===== src/rtl/ring_copy_engine.sv =====
module ring_copy_engine #(
  parameter int AW      = 32,
  parameter int IW      = 16,
  parameter int DEF_CNT = 64,
  parameter bit DONE_HI = 1'b1
) (
  input  logic          clk,
  input  logic          rst_n,
  input  logic          reg_we,
  input  logic [11:0]   reg_addr,
  input  logic [31:0]   reg_wdata,
  output logic [31:0]   reg_rdata,
  output logic          mem_req,
  output logic          mem_we,
  output logic [AW-1:0] mem_addr,
  output logic [31:0]   mem_wdata,
  input  logic          mem_ack,
  input  logic [31:0]   mem_rdata
);
  localparam int DONE_BIT = DONE_HI ? 31 : 15;

  typedef enum logic [2:0] {S_IDLE, S_SA, S_SL, S_DA, S_CR, S_CW, S_WB} st_t;
  st_t st;

  logic [AW-1:0] s_base, d_base, src_ptr, dst_ptr;
  logic [IW-1:0] s_cnt, d_cnt, s_cidx, s_didx, d_cidx, d_didx;
  logic          s_en, d_en, wb_en, multi;
  logic [1:0]    burst;
  logic [13:0]   len;
  logic [15:0]   off;
  logic [31:0]   wbuf;

  wire [IW-1:0] s_mask  = s_cnt - 1'b1;
  wire [IW-1:0] d_mask  = d_cnt - 1'b1;
  wire [AW-1:0] sdesc   = s_base + AW'({s_didx, 4'b0000});
  wire [AW-1:0] ddesc   = d_base + AW'({d_didx, 4'b0000});
  wire          busy    = (st != S_IDLE);
  wire          go      = !busy && s_en && d_en && (s_didx != s_cidx) && (d_didx != d_cidx);
  wire          last_wd = ({2'b00, len} <= off + 16'd4);
  wire          fin     = mem_ack && ((st == S_WB) ||
                          (!wb_en && ((st == S_DA && len == 14'd0) || (st == S_CW && last_wd))));

  always_ff @(posedge clk) begin
    if (!rst_n) begin
      s_base <= '0; d_base <= '0; s_cnt <= IW'(DEF_CNT); d_cnt <= IW'(DEF_CNT);
      s_cidx <= '0; s_didx <= '0; d_cidx <= '0; d_didx <= '0;
      s_en <= 1'b0; d_en <= 1'b0; wb_en <= 1'b0; multi <= 1'b0; burst <= '0;
    end else begin
      if (fin) begin
        s_didx <= (s_didx + 1'b1) & s_mask;
        d_didx <= (d_didx + 1'b1) & d_mask;
      end
      if (reg_we) begin
        case (reg_addr)
          12'h000: s_base <= AW'(reg_wdata);
          12'h004: s_cnt  <= reg_wdata[IW-1:0];
          12'h008: s_cidx <= reg_wdata[IW-1:0];
          12'h00C: s_didx <= reg_wdata[IW-1:0];
          12'h100: d_base <= AW'(reg_wdata);
          12'h104: d_cnt  <= reg_wdata[IW-1:0];
          12'h108: d_cidx <= reg_wdata[IW-1:0];
          12'h10C: d_didx <= reg_wdata[IW-1:0];
          12'h204: begin
            s_en <= reg_wdata[0]; d_en <= reg_wdata[2]; burst <= reg_wdata[5:4];
            wb_en <= reg_wdata[6]; multi <= reg_wdata[10];
          end
          12'h208: begin
            if (reg_wdata[0])  begin s_cidx <= '0; s_didx <= '0; end
            if (reg_wdata[16]) begin d_cidx <= '0; d_didx <= '0; end
          end
          default: ;
        endcase
      end
    end
  end

  always_ff @(posedge clk) begin
    if (!rst_n) begin
      st <= S_IDLE; src_ptr <= '0; dst_ptr <= '0; len <= '0; off <= '0; wbuf <= '0;
    end else begin
      case (st)
        S_IDLE: if (go) st <= S_SA;
        S_SA: if (mem_ack) begin src_ptr <= AW'(mem_rdata); st <= S_SL; end
        S_SL: if (mem_ack) begin len <= mem_rdata[29:16]; st <= S_DA; end
        S_DA: if (mem_ack) begin
          dst_ptr <= AW'(mem_rdata);
          off     <= '0;
          if (len != 14'd0) st <= S_CR;
          else              st <= wb_en ? S_WB : S_IDLE;
        end
        S_CR: if (mem_ack) begin wbuf <= mem_rdata; st <= S_CW; end
        S_CW: if (mem_ack) begin
          off <= off + 16'd4;
          if (!last_wd)   st <= S_CR;
          else            st <= wb_en ? S_WB : S_IDLE;
        end
        S_WB: if (mem_ack) st <= S_IDLE;
        default: st <= S_IDLE;
      endcase
    end
  end

  assign mem_req = busy;

  always_comb begin
    mem_we    = 1'b0;
    mem_wdata = '0;
    mem_addr  = sdesc;
    case (st)
      S_SL: mem_addr = sdesc + AW'(4);
      S_DA: mem_addr = ddesc;
      S_CR: mem_addr = src_ptr + AW'(off);
      S_CW: begin mem_addr = dst_ptr + AW'(off); mem_we = 1'b1; mem_wdata = wbuf; end
      S_WB: begin
        mem_addr  = ddesc + AW'(4);
        mem_we    = 1'b1;
        mem_wdata = (32'(len) << 16) | (32'd1 << DONE_BIT);
      end
      default: ;
    endcase
  end

  always_comb begin
    case (reg_addr)
      12'h000: reg_rdata = 32'(s_base);
      12'h004: reg_rdata = 32'(s_cnt);
      12'h008: reg_rdata = 32'(s_cidx);
      12'h00C: reg_rdata = 32'(s_didx);
      12'h100: reg_rdata = 32'(d_base);
      12'h104: reg_rdata = 32'(d_cnt);
      12'h108: reg_rdata = 32'(d_cidx);
      12'h10C: reg_rdata = 32'(d_didx);
      12'h204: reg_rdata = {21'b0, multi, 3'b000, wb_en, burst, busy, d_en, busy, s_en};
      default: reg_rdata = 32'h0;
    endcase
  end


  req_hold_chk: assert property (@(posedge clk) disable iff (!rst_n)
    (mem_req && !mem_ack && !reg_we) |=> (mem_req && $stable(mem_addr) && $stable(mem_we) && $stable(mem_wdata)));


  start_enabled_chk: assert property (@(posedge clk) disable iff (!rst_n)
    $rose(mem_req) |-> $past(s_en && d_en));


  start_pending_chk: assert property (@(posedge clk) disable iff (!rst_n)
    $rose(mem_req) |-> $past(s_didx != s_cidx));


  start_reclaimed_chk: assert property (@(posedge clk) disable iff (!rst_n)
    $rose(mem_req) |-> $past(d_didx != d_cidx));


  idx_wrap_chk: assert property (@(posedge clk) disable iff (!rst_n)
    (s_didx != $past(s_didx) && !$past(reg_we)) |-> (s_didx == (($past(s_didx) + 1'b1) & $past(s_mask))));
endmodule


===== config.mk =====
export PLATFORM = sky130hd
export DESIGN_NAME = ring_copy_engine
export DESIGN_NICKNAME = d
export VERILOG_FILES = /design/src/rtl/ring_copy_engine.sv
export SDC_FILE = /design/constraint.sdc
export NUM_CORES = 1
export LEC_CHECK = 0
export CORE_MARGIN = 4
export CORE_UTILIZATION = 50
export CTS_CLUSTER_DIAMETER = 150
export DETAILED_ROUTE_END_ITERATION = 6
export GPL_ROUTABILITY_DRIVEN = 0
export HOLD_SLACK_MARGIN = 0.06
export PLACE_DENSITY_LB_ADDON = 0.08
export SYNTH_ARGS = -nofsm -noshare
export SYNTH_HDL_FRONTEND = slang
export SYNTH_SLANG_ARGS = --single-unit

===== constraint.sdc =====
create_clock -name clk -period 12.43 [get_ports clk]
set_input_delay 2.486 -clock clk [delete_from_list [all_inputs] [get_ports clk]]
set_output_delay 2.486 -clock clk [all_outputs]
set_load 0.01 [all_outputs]

Word-level counts from Yosys, hierarchy flattened
Index checks and enable logic that the tools add are counted.
Storage, ports and cells
  bits in registers: 295
  input bits: 80
  logic and storage cells: 123
Operators by class
  add/subtract/negate cells: 11
  magnitude comparators: 1
  equality and inequality tests: 26
  mux-type cells: 30
  bitwise operators: 2
  reductions and logical operators: 34
Operators by type and width (number)
  one-hot mux 32 bit (9 select lines): 1
  2-to-1 mux 16 bit: 10
  one-hot mux 16 bit (2 select lines): 5
  one-hot mux 32 bit (5 select lines): 1
  adder 32 x 16 -> 32 bit: 2
  adder 32 x 20 -> 32 bit: 2
  adder 32 x 3 -> 32 bit (second input constant): 2
  one-hot mux 32 bit (2 select lines): 1
  equality test 12 x 9 -> 1 bit (second input constant): 4
  adder 16 x 1 -> 16 bit (second input constant): 2
  AND 16 bit: 2
  inequality test 16 bit: 2
  subtractor 16 x 1 -> 16 bit (second input constant): 2
  2-to-1 mux 3 bit: 10
  equality test 12 x 10 -> 1 bit (second input constant): 2
  equality test 12 x 4 -> 1 bit (second input constant): 2
  one-hot mux 3 bit (7 select lines): 1
  inequality test 2 bit (second input constant): 9
  AND reduction 2 bit: 9
  adder 16 x 3 -> 16 bit (second input constant): 1
  less-or-equal comparator 14 x 16 -> 1 bit: 1
  zero test 14 bit: 1
  nonzero test 14 bit: 1
  equality test 12 x 3 -> 1 bit (second input constant): 1
  other kinds (14): 30

Longest topological paths before layout
  depth after elaboration: 11
  depth in mapped cells: 18
  depth with buffers taken out: 15

Worst setup path before layout
No wires, ideal clock.
  path type: input to output
  from: in reg_addr[9]
  to: out reg_rdata[18]
  arrival: 4.265 ns
  required time: 9.944 ns
  slack: 5.679 ns
  stages: 6
  buffers on the path: 2
  cell sequence: nor3_1 > nand2b_1 > nor4_1 > clkbuf_1 > clkbuf_1 > a22o_1
Between the ends
  longest elaborated chain between the ends: 2
  elaborated cells on any way between the ends: 10
  those cells by class: 8 x eq/ne; 1 x mux; 1 x reduce/logical
Ends and longest elaborated chain
  start, declared: RTL line 10  | input logic [11:0] reg_addr,
  equality test 12 x 10 -> 1 bit (tied with other cells): RTL line 124  | case (reg_addr)
  one-hot mux 32 bit (9 select lines) *: RTL line 124
  end, declared: RTL line 12  | output logic [31:0] reg_rdata,
Every way passes the cells marked *; elsewhere a longest branch is shown, timed or not.

Worst setup path in the final report
  from: reg st[2]
  to: out mem_addr[25]
Between the ends
  longest elaborated chain between the ends: 2
  elaborated cells on any way between the ends: 6
  those cells by class: 5 x eq/ne; 1 x mux
Ends and longest elaborated chain
  start, declared: RTL line 23  | st_t st;
  start signal, assigned: RTL line 89  | else st <= wb_en ? S_WB : S_IDLE;
  start signal, assigned: RTL line 95  | else st <= wb_en ? S_WB : S_IDLE;
  equality test 3 bit / equality test 3 x 2 -> 1 bit (equally long branches): RTL line 109  | case (st)
  one-hot mux 32 bit (5 select lines) *: RTL line 109
  end, declared: RTL line 15  | output logic [AW-1:0] mem_addr,
Marks and branches as above.

==> flow_summary.json <==
{
  "grt_pass1_vias": 19424,
  "synthesis.nets": 2895,
  "fp.dieH_um": 208,
  "wl_per_cell_um": 21.5,
  "arrival_ns": 6.04,
  "end_kind": "output pin",
  "first_pass_iters": 7,
  "leakage_uw": 0.00834,
  "cts_hold_buf": 0,
  "cts_root_buf": "clkbuf_16",
  "start_util": 0.511,
  "max_freq_ghz": 0.117,
  "dp_hpwl_um": 52500,
  "violations": "design-rule violations",
  "status": "finished with violations",
  "clkSlewWorstSetupHoldPaths_ns": 0.06,
  "clock_skew_ns": 0.0402,
  "drive_gt1_frac": 0.0575,
  "rsz0062_at_grt": "false",
  "p_per_area_nw_per_um2": 94.3,
  "drt_iter0_markers": 2555,
  "cts_resized": 0,
  "cts_buffer_depth": 3,
  "cts.sinks": 293,
  "routed-via-count": 21168,
  "r2r_setup_slack_ns": 7.97,
  "syn_inst": 2748,
  "core_um2": 39100,
  "row_count": 72,
  "min_from": "wbuf[14]$_SDFFE_PN0P_",
  "top_level_ports": 178,
  "finalSetupViolCount": 0,
  "ys.flop_type": "dfxtp_1",
  "cts.htree.levels": 2,
  "fin_setup_tns_ns": 0,
  "power_uw": 2170,
  "period_minus_slack_ns": 8.53,
  "ir_drop_mv": 0.119,
  "dpl-instance-area_um2": 21800,
  "crit_start": "st[2]$_SDFFE_PN0P_",
  "r2r_start": "off[2]$_SDFFE_PN0P_",
  "grt_pass1_wl_um": 110000,
  "area_growth_pct": 15.1,
  "synthDistinctLibCells": 104,
  "clk_latency_ns": 0.58,
  "avgSynthCellArea_um2": 7.27,
  "gr-usage-all-layers": 0.310,
  "die_w_um": 208,
  "grt_antenna_before_repair": 0,
  "syn_area_um2": 20000,
  "finalMaxSlewViolations": 0,
  "drv_cap": 0,
  "cts_made_buffers": 35,
  "min_path_type": "reg -> reg",
  "required_ns": 9.94,
  "cp-start-kind": "flop",
  "ant_nets": 0,
  "finalHoldViolCount": 0,
  "stdcell_area_um2": 23000,
  "nNetsFinal": 2939,
  "slew_headroom": 0.154,
  "async_reset_ff_frac": 0,
  "wl_um": 71700,
  "grt_start_max_net_pins": 112,
  "viasPerCell": 6.35,
  "synth_seq_cells": 293,
  "ys_seq_area_frac": 0.294,
  "drcViolationCount": 9,
  "fin_crit_sh": 0.686,
  "diodes": 0,
  "portBuffers": 177,
  "setup.worst_path.class": "reg -> out",
  "tightest_slew_ns": 1.26,
  "ys_warn_count": 0,
  "globalRouteOverflowTotal": 0,
  "cts_tree": "yes",
  "cts_setup_buffers": 0,
  "die-area_um2": 43200,
  "path_max_fanout": 37,
  "synth_edf_count": 0
}
worst max-delay path, cell delays in order, from the launching register on:
cell and delay (ns):
dfxtp_1 0.31, buf_4 0.35, nand3b_2 0.72, nand2_1 0.26, nand2_1 0.08, ha_1 0.32, o21ai_0 0.40, o21ai_0 0.18
a21oi_1 0.30, o21ai_0 0.25, a31oi_1 0.78, or2_1 0.26, xnor2_1 0.14, o221a_2 0.28, nand4_1 0.08, nor3b_1 0.18
clkdlybuf4s50_1 0.56
kinds of logic (layout without fill, tap and decap cells):
| logic type | count (synthesis) | in the layout | share of synthesized area |
|---|---|---|---|
| AOI/OAI and AO/OA | 791 | 791 | 0.255 |
| buffers and inverters | 236 | 303 | 0.0484 |
| DFF | 293 | 293 | 0.294 |
| adders and majority gates | 67 | 67 | 0.0427 |
| muxes | 41 | 41 | 0.0215 |
| other | 1 | 1 | 0.000188 |
| and+or+nand+nor | 1160 | 1160 | 0.269 |
| xor gates and xnor gates | 159 | 159 | 0.0697 |
Yosys cell counts, types with 9 or more instances:
cell type  instances  area [um2]
nor2_1           129         484
a21oi_1          347        1740
nand2b_1          15        93.8
a211oi_1          16         120
o21a_1            15         113
mux2i_1           37         370
nor4_1            21         131
buf_2             22         110
inv_1             34         128
a221oi_1          15         131
o221ai_1           9        78.8
nor2b_1           11        68.8
a22o_1            42         368
xnor2_1           80         701
nor3b_1           11        82.6
nor3_1            47         235
a32oi_1           15         131
a222oi_1          14         140
dfxtp_1          293        5870
nand3_1          100         500
clkbuf_1         156         586
o21ai_0          109         546
o311ai_0          11        96.3
ha_1              65         813
a31oi_1           12        75.1
a22oi_1           45         338
o22ai_1           13        81.3
buf_4              9        67.6
nand2_1          639        2400
and2_1            34         213
and3_1            49         307
xor2_1            79         692
nand4_1           30         188
a21o_1            31         233
where the power goes:
part,switching [uW],total (uW),internal [uW]
Combinational,110,176,65.9
Sequential,5.59,953,948
Clock,439,1040,601
Total,554,2170,1610
cell type report:
class	count	area, um2
repair buffers	208	2000
clock inverters	17	180
flip-flops and latches	293	5870
well taps	518	648
clock buffers	43	966
multi-input cells	2219	13200
inverters	35	136
fillers	3672	16100
path summary, 6_finish.rpt:
| kind | depth (start not counted) | to |
|---|---|---|
| max | 16 | mem_addr[25] |
| min | 2 | wbuf[14]$_SDFFE_PN0P_ |
| max reg2reg | 16 | s_didx[12]$_SDFF_PN0_ |
| min reg2reg | 2 | wbuf[14]$_SDFFE_PN0P_ |
flip-flops by register name, summed over array words and instances, names as in the netlist, 2 cells and up:
signal and flops:
burst 2, d_base 32, d_cidx 16, d_cnt 16, d_didx 16, dst_ptr 32
len 14, off 14, s_base 32, s_cidx 16, s_cnt 16, s_didx 16
src_ptr 32, st 3, wbuf 32
per-layer routing:
metal / wire (um) / vias to the layer above / global-route usage
li1: - / 9906 / -
met1: 30200 / 10017 / 0.433
met2: 32400 / 1085 / 0.496
met3: 6850 / 160 / 0.0441
met4: 2370 / 0 / 0.107
met5: 0 / - / 0
per-stage QoR:
step            util  hold WS, ns  setup WS (ns)  instances
4_1_cts        0.588        0.450           3.95       3333
2_1_floorplan      -        0.432           5.68       2748
5_1_grt        0.588        0.465           3.44       3333
3_3_place_gp   0.559        0.438           4.54       3273
3_5_place_dp   0.559        0.443           4.46       3273
6_report       0.588        0.449           3.90       3333
placed cells by master (no fill, tap or decap), types with 30 or more instances in the layout:
| cell type | synthesis | final |
|---|---|---|
| nand4_1 | 30 | 30 |
| buf_4 | 9 | 31 |
| nor3_1 | 47 | 47 |
| clkbuf_16 | 0 | 35 |
| ha_1 | 65 | 65 |
| a22oi_1 | 45 | 45 |
| nand3_1 | 100 | 100 |
| a22o_1 | 42 | 42 |
| o21ai_0 | 109 | 109 |
| inv_1 | 34 | 34 |
| xor2_1 | 79 | 79 |
| a21o_1 | 31 | 31 |
| nand2_1 | 639 | 639 |
| and3_1 | 49 | 49 |
| a21oi_1 | 347 | 347 |
| mux2i_1 | 37 | 37 |
| and2_1 | 34 | 36 |
| dfxtp_1 | 293 | 292 |
| nor2_1 | 129 | 128 |
| clkdlybuf4s50_1 | 0 | 177 |
| xnor2_1 | 80 | 80 |
No activity file was read; power rests on OpenSTA's default activity.
